### config.mk
export PLATFORM = sky130hd
export DESIGN_NAME = dual_stack_seq
export DESIGN_NICKNAME = d
export VERILOG_FILES = /design/src/rtl/dual_stack_seq.sv
export SDC_FILE = /design/constraint.sdc
export NUM_CORES = 2
export LEC_CHECK = 0
export BUFFER_PORTS_ARGS = -buffer_cell sky130_fd_sc_hd__clkbuf_2
export CORE_ASPECT_RATIO = 0.8
export CORE_MARGIN = 2
export CORE_UTILIZATION = 40
export DETAILED_ROUTE_END_ITERATION = 8
export PLACE_DENSITY = 0.62
export SYNTH_ARGS = -nofsm -noshare
export SYNTH_HDL_FRONTEND = slang
export SYNTH_SLANG_ARGS = --single-unit
### constraint.sdc
create_clock -name clk -period 17.25 [get_ports clk]
set_clock_uncertainty 0.15 [all_clocks]
set_input_delay 3.45 -clock clk [delete_from_list [all_inputs] [get_ports clk]]
set_output_delay 3.45 -clock clk [all_outputs]
set_load 0.05 [all_outputs]
### src/rtl/dual_stack_seq.sv
module dual_stack_seq #(
  parameter int DW = 8,
  parameter int AW = 8
) (
  input  logic              clk,
  input  logic              rst_n,
  input  logic              op_valid,
  input  logic [2:0]        op_code,
  input  logic [2*DW-3:0]   pc_in,
  input  logic              c_in,
  input  logic              z_in,
  input  logic [DW-1:0]     acc_in,
  output logic              busy,
  output logic              done,
  output logic [2*DW-3:0]   pc_out,
  output logic              c_out,
  output logic              z_out,
  output logic              int_en,
  output logic [DW-1:0]     acc_out,
  output logic [AW-1:0]     psp,
  output logic [AW-1:0]     dsp,
  output logic [AW-1:0]     ram_addr,
  output logic              ram_we,
  output logic [DW-1:0]     ram_wdata
);
  localparam int PCW   = 2*DW-2;
  localparam int DEPTH = 1 << AW;

  typedef enum logic [2:0] {
    OP_CALL, OP_INTR, OP_RET, OP_RETI, OP_PUSH, OP_POP, OP_LDPSP, OP_XDSP
  } op_t;

  op_t            op_q;
  logic [1:0]     step;
  logic [PCW-1:0] pc_q;
  logic           c_q, z_q;
  logic [DW-1:0]  acc_q, hi_q, rdata;
  logic [DW-1:0]  mem [DEPTH];
  logic           two_step;

  assign two_step = (op_q == OP_CALL) || (op_q == OP_INTR) ||
                    (op_q == OP_RET)  || (op_q == OP_RETI);
  assign busy  = (step != 2'd0);
  assign done  = (step == 2'd2) || (step == 2'd1 && !two_step);
  assign rdata = mem[ram_addr];

  always_comb begin
    ram_addr  = psp;
    ram_we    = 1'b0;
    ram_wdata = acc_q;
    case (op_q)
      OP_CALL, OP_INTR: begin
        ram_we    = busy;
        ram_wdata = (step == 2'd2) ? {c_q, z_q, pc_q[PCW-1:DW]} : pc_q[DW-1:0];
      end
      OP_RET, OP_RETI: ram_addr = psp - 1'b1;
      OP_PUSH: begin
        ram_we   = busy;
        ram_addr = dsp - 1'b1;
      end
      OP_POP:  ram_addr = dsp;
      default: ram_addr = psp;
    endcase
  end

  always_ff @(posedge clk)
    if (ram_we) mem[ram_addr] <= ram_wdata;

  always_ff @(posedge clk) begin
    if (!rst_n) begin
      op_q    <= OP_CALL;
      step    <= 2'd0;
      pc_q    <= '0;
      c_q     <= 1'b0;
      z_q     <= 1'b0;
      acc_q   <= '0;
      hi_q    <= '0;
      pc_out  <= '0;
      c_out   <= 1'b0;
      z_out   <= 1'b0;
      int_en  <= 1'b0;
      acc_out <= '0;
      psp     <= '0;
      dsp     <= '0;
    end else if (!busy) begin
      if (op_valid) begin
        op_q  <= op_t'(op_code);
        pc_q  <= pc_in;
        c_q   <= c_in;
        z_q   <= z_in;
        acc_q <= acc_in;
        step  <= 2'd1;
        if (op_t'(op_code) == OP_INTR) int_en <= 1'b0;
      end
    end else begin
      step <= done ? 2'd0 : 2'd2;
      case (op_q)
        OP_CALL, OP_INTR: psp <= psp + 1'b1;
        OP_RET, OP_RETI: begin
          psp <= psp - 1'b1;
          if (step == 2'd1) hi_q <= rdata;
          else begin
            pc_out <= {hi_q[DW-3:0], rdata};
            if (op_q == OP_RETI) begin
              c_out  <= hi_q[DW-1];
              z_out  <= hi_q[DW-2];
              int_en <= 1'b1;
            end
          end
        end
        OP_PUSH: dsp <= dsp - 1'b1;
        OP_POP: begin
          dsp     <= dsp + 1'b1;
          acc_out <= rdata;
        end
        OP_LDPSP: psp <= acc_q;
        OP_XDSP: begin
          dsp     <= acc_q;
          acc_out <= dsp;
        end
      endcase
    end
  end

  assert_done_in_busy_R11: assert property (@(posedge clk) disable iff (!rst_n)
    done |-> busy);
  assert_hold_busy_R11: assert property (@(posedge clk) disable iff (!rst_n)
    (busy && !done) |=> (busy && $stable(op_q)));
  assert_frame_step_R2: assert property (@(posedge clk) disable iff (!rst_n)
    (busy && (op_q == OP_CALL || op_q == OP_INTR)) |=> psp == $past(psp) + 1'b1);
  assert_intr_masks_R3: assert property (@(posedge clk) disable iff (!rst_n)
    (busy && op_q == OP_INTR) |-> !int_en);
  assert_reti_enables_R4: assert property (@(posedge clk) disable iff (!rst_n)
    (done && op_q == OP_RETI) |=> int_en);
  assert_ret_keeps_flags_R5: assert property (@(posedge clk) disable iff (!rst_n)
    (done && op_q == OP_RET) |=> ($stable(c_out) && $stable(z_out) && $stable(int_en)));
  assert_push_down_R6: assert property (@(posedge clk) disable iff (!rst_n)
    (done && op_q == OP_PUSH) |=> dsp == $past(dsp) - 1'b1);
  assert_push_wrap_R7: assert property (@(posedge clk) disable iff (!rst_n)
    (done && op_q == OP_PUSH && dsp == '0) |=> dsp == '1);
  assert_pop_up_R8: assert property (@(posedge clk) disable iff (!rst_n)
    (done && op_q == OP_POP) |=> dsp == $past(dsp) + 1'b1);
  assert_ptr_cmd_no_write_R9: assert property (@(posedge clk) disable iff (!rst_n)
    (busy && (op_q == OP_LDPSP || op_q == OP_XDSP)) |-> !ram_we);
endmodule

[Yosys cells after proc, flatten, opt, wreduce, memory -nomap -nowiden]
Memories as Yosys holds them, arrays and structs flattened.
Cells that the tools add are included.
Cells by class
  muxes and demuxes: 18
  reductions and logical operators: 24
  add/subtract/negate cells: 4
  bitwise operators: 2
  eq/ne operators: 13
Operator list (count)
  $pmux W8 S3: 3
  $add A8 B1 Y8 const B: 2
  $mux W8: 2
  $pmux W8 S2: 1
  $sub A8 B1 Y8 const B: 2
  $eq A3 B3 Y1 const B: 4
  $mux W1: 9
  $reduce_and A2 Y1: 4
  $reduce_bool A2 Y1: 4
  $eq A3 B1 Y1 const B: 2
  $eq A3 B2 Y1 const B: 2
  $mux W2: 3
  $reduce_and A3 Y1: 2
  $reduce_bool A3 Y1: 2
  $reduce_and A5 Y1: 1
  $logic_or A1 B1 Y1: 4
  $ne A2 B1 Y1 const B: 2
  $reduce_and A4 Y1: 1
  $reduce_or A2 Y1: 2
  $logic_not A3 Y1: 1
  $reduce_or A3 Y1: 1
  $eq A2 B1 Y1 const B: 1
  $eq A2 B2 Y1 const B: 1
  $ne A2 B2 Y1 const B: 1
  other kinds (3): 4
Word-level totals
  memory bits (writable): 2048
  flip-flop bits (word level): 78
  output and inout port bits: 60
  memories kept: 1
  input port bits: 30
Memories
  mem: depth 256, bits a word 8, read ports 1, clocked after memory_dff 0, wr ports 1, RTL line 38  | logic [DW-1:0] mem [DEPTH];

[Longest topological paths before layout]
  word-level depth: 9
  depth in mapped cells: 17
  mapped depth without buffers: 13

[Worst setup path after synthesis]
No wires, ideal clock.
  path type: reg-to-output
  start: reg op_q[2]
  end: out ram_wdata[5]
  data required time: 13.650 ns
  stages on the path, launching flop included: 7
  slack: 1.433 ns
  arrival time: 12.217 ns
  cell sequence: dfxtp_1 buf_2 inv_2 clkbuf_1 nand2_1 clkbuf_1 o21ai_0
On the way
  cells in the longest elaborated chain, start to end: 3
  elaborated cells on any way between the ends: 4
  those cells by class: eq/ne (1); mux (1); reduce/logical (2)
Ends and longest elaborated chain
  from (decl): RTL line 33  | op_t op_q;
  from (signal assigned): RTL line 87  | op_q <= op_t'(op_code);
  $eq A3 B1 Y1 / $logic_not A3 Y1 (equally long branches): RTL line 51  | case (op_q)
  $reduce_or A2 Y1 (*)
  $mux W8 (*): RTL line 51
  to (decl): RTL line 24  | output logic [DW-1:0] ram_wdata
Every way passes the cells marked *; elsewhere a longest branch is shown, timed or not.

[Worst setup path after layout]
  start: reg op_q[0]
  end: out ram_addr[0]
On the way
  cells in the longest elaborated chain, start to end: 3
  elaborated cells on any way between the ends: 6
  those cells by class: eq/ne (4); mux (1); reduce/logical (1)
Ends and longest elaborated chain
  $eq A3 B2 Y1: RTL line 51
  $reduce_or A2 Y1: RTL line 51
  $pmux W8 S3 (*): RTL line 51
  to (decl): RTL line 22  | output logic [AW-1:0] ram_addr,
Marks and branches as above.

==> flow_summary.toml <==
[logic_synthesis]
async_flop_share_pct = 0
ys.flop_type = "edfxtp_1"
synth_seq_area_share_pct = 72.0
synthCells = 6654
syn_nets = 6688
synth_warnings = 0
synth_edf_count = 2048
synth_seq_cells = 2126
synth_area_um2 = 87600
synth_area_per_cell_um2 = 13.2
synth_cell_types = 87

[global_route]
track_usage_pct = 23.1
grt_max_degree = 169
grt_pass1_wl_um = 384000
antenna_found_initial = 10
grt_overflow = 0
first_global_vias = 54200

[clock_network]
clk_pin_slew_worst_paths_ns = 0.06
cts_setup_buffers = 0
cts_sinks = 2126
cts_root_buffer = "clkbuf_16"
cts_tree = "yes"
numCtsBuffers = 196
htreeDepth = 4
cts_hold_buf = 0
cts_max_path_buffers = 3
ctsResizeCount = 0
worstSkewPairLatency_ns = 0.85

[sta]
timing.final.crit_share_pct = 47.5
fmax_ghz = 0.122
worst_pin_slew_ns = 1.34
slew_headroom_pct = 10.4
layout_min_cycle_time_ns = 8.20
finalSetupViolCount = 0
rsz0062_at_grt = "false"
hold_viol = 0
setup_tns_ns = 0
drv_slew = 0

[pwr]
ir_drop_v = 0.0000935
power.leakage_uw = 0.0319
total_power_uw = 11800
powerDensity_nw_per_um2 = 122

[routing]
drt-total-wl_um = 264000
wl_per_cell_um = 27.6
first_iter_violations = 9537
dr.pass1.iters = 9
drc_errors = 0
vias = 58600
drtAntennaViolNets = 0
post_drt_via_cell_ratio = 6.11

[place]
hpwl_um = 155000
port_buffers = 89
place_congestion = 0.876
placedCellCount = 9219
placed_cell_area_um2 = 90800

[final_layout]
final_cells = 9579
area_growth_pct = 10.7
nets = 6584
final_cell_area_um2 = 97000
drive_gt1_share_pct = 8.76
post-route-util_pct = 44.6

[critical_path]
critical_path_class = "flop to output pin"
worst-path-buf-inv = 3
start_kind = "flop"
slowest_delay_ns = 0.62
arrival_ns = 4.60
end_kind = "output pin"
crit_required_ns = 13.65
cp_slowest_cell = "xnor2_1"
cp_cell_sequence = "xnor2_1, a21bo_4, buf_4, nand2_8, inv_8, clkbuf_2"
crit_fanout = 73
cp_top_family = "buffers and inverters"

[min_path]
hold_path_class = "flop to flop"

[die]
die_area_um2 = 223000
num_rows = 153
io_pins = 90
initial_core_util_pct = 40.3
core-area_um2 = 217000
die_x_um = 527
die_h_um = 423

[status]
outcome = "finished, final reports clean"

[job]
max_cap_violations = 0
## flip-flops by register name (all words and copies together) (netlist names)
register  count
dsp           8
hi_q          8
psp           8
z_q           1
c_out         1
mem        2048
int_en        1
z_out         1
op_q          3
pc_q         14
step          2
acc_q         8
c_q           1
pc_out       14
acc_out       8
## synthesized netlist by cell type (8+ instances only)
library cell,count,area (µm²)
inv_1,24,90.1
a2111oi_0,18,158
buf_1,63,236
o211ai_1,25,188
buf_6,8,90.1
o32ai_1,16,140
nand4_1,107,669
mux2i_1,205,2050
dfxtp_1,78,1560
o21ai_0,85,425
a21oi_1,371,1860
nand2_1,1545,5800
mux4_2,17,383
a221oi_1,170,1490
nand3_1,319,1600
or3_1,9,56.3
o22ai_1,29,181
a31o_1,14,123
a32oi_1,159,1390
and3_1,143,895
a31oi_1,74,463
o221ai_1,10,87.6
a32o_1,18,180
a21boi_0,38,285
nor3_1,11,55.1
buf_4,18,135
buf_2,110,551
a211oi_1,106,796
a41oi_1,24,210
nor2b_1,11,68.8
a22o_1,8,70.1
a22oi_1,34,255
edfxtp_1,2048,61500
nor2_1,297,1110
clkbuf_1,306,1150
xnor2_1,8,70.1
and2_1,10,62.6
## logic make-up (layout without fill, tap and decap cells)
| logic type | Yosys count | in the layout | synth area share (%) |
|---|---|---|---|
| simple gates | 2507 | 2507 | 12.4 |
| flops | 2126 | 2126 | 72.0 |
| buf+inv | 537 | 592 | 2.61 |
| compound gates | 1240 | 1240 | 9.97 |
| fa+ha+maj | 4 | 4 | 0.0571 |
| xor+xnor | 16 | 16 | 0.168 |
| other cells | 0 | 3 | 0 |
| mux | 224 | 224 | 2.81 |
## worst paths after layout
path / startpoint / end / depth (start not counted) / slack [ns]
max: op_q[0]$_SDFFE_PN0P_ / ram_addr[0] / 6 / 9.05
min: pc_q[1]$_SDFFE_PN0P_ / pc_q[1]$_SDFFE_PN0P_ / 2 / 0.32
max reg2reg: op_q[0]$_SDFFE_PN0P_ / acc_out[7]$_SDFFE_PN0P_ / 15 / 9.40
min reg2reg: pc_q[1]$_SDFFE_PN0P_ / pc_q[1]$_SDFFE_PN0P_ / 2 / 0.32
## cell usage in the layout (no fill, tap or decap), types with 89 or more instances in the layout
cell type and count:
a32oi_1 159, nand2_1 1533, mux2i_1 205, nand3_1 319, clkbuf_16 202, clkbuf_2 89, a221oi_1 170, edfxtp_1 2048
and3_1 143, a211oi_1 106, buf_4 103, nor2_1 292, nand4_1 107, a21oi_1 371
## report_power, final
group / switching [µW] / internal, µW / leakage, µW
sequential: 16.7 / 5730 / 0.0186
clock: 1950 / 2370 / 0.00306
combinational: 1310 / 466 / 0.0102
## stage by stage
step,setup WS (ns),hold WS [ns]
global placement,9.75,0.306
global route,8.91,0.344
finish,9.05,0.319
CTS,9.10,0.319
floorplan,1.43,0.288
detailed placement,9.70,0.309
## tightest hold or removal path, cell delays in order (launching register included)
cell and delay (ns):
dfxtp_1 0.31, nand2_1 0.05, a21boi_0 0.06
## layout make-up
| cell class | count | area, µm² |
|---|---|---|
| multi-input cells | 3991 | 22600 |
| diodes | 3 | 7.51 |
| inverters | 32 | 135 |
| clock buffers | 243 | 5260 |
| fillers | 19100 | 120000 |
| flip-flops and latches | 2126 | 63100 |
| well taps | 2867 | 3590 |
| clock inverters | 114 | 963 |
| repair buffers | 203 | 1440 |
## layer usage
layer | routed length [µm] | vias up | GRT usage [%]
met4 | 7330 | 4 | 6.57
met1 | 113000 | 29600 | 35.3
met2 | 112000 | 3431 | 32.4
met5 | 25 | - | 0
li1 | - | 25000 | -
met3 | 31700 | 450 | 5.80
No activity file was read; power rests on OpenSTA's default activity.
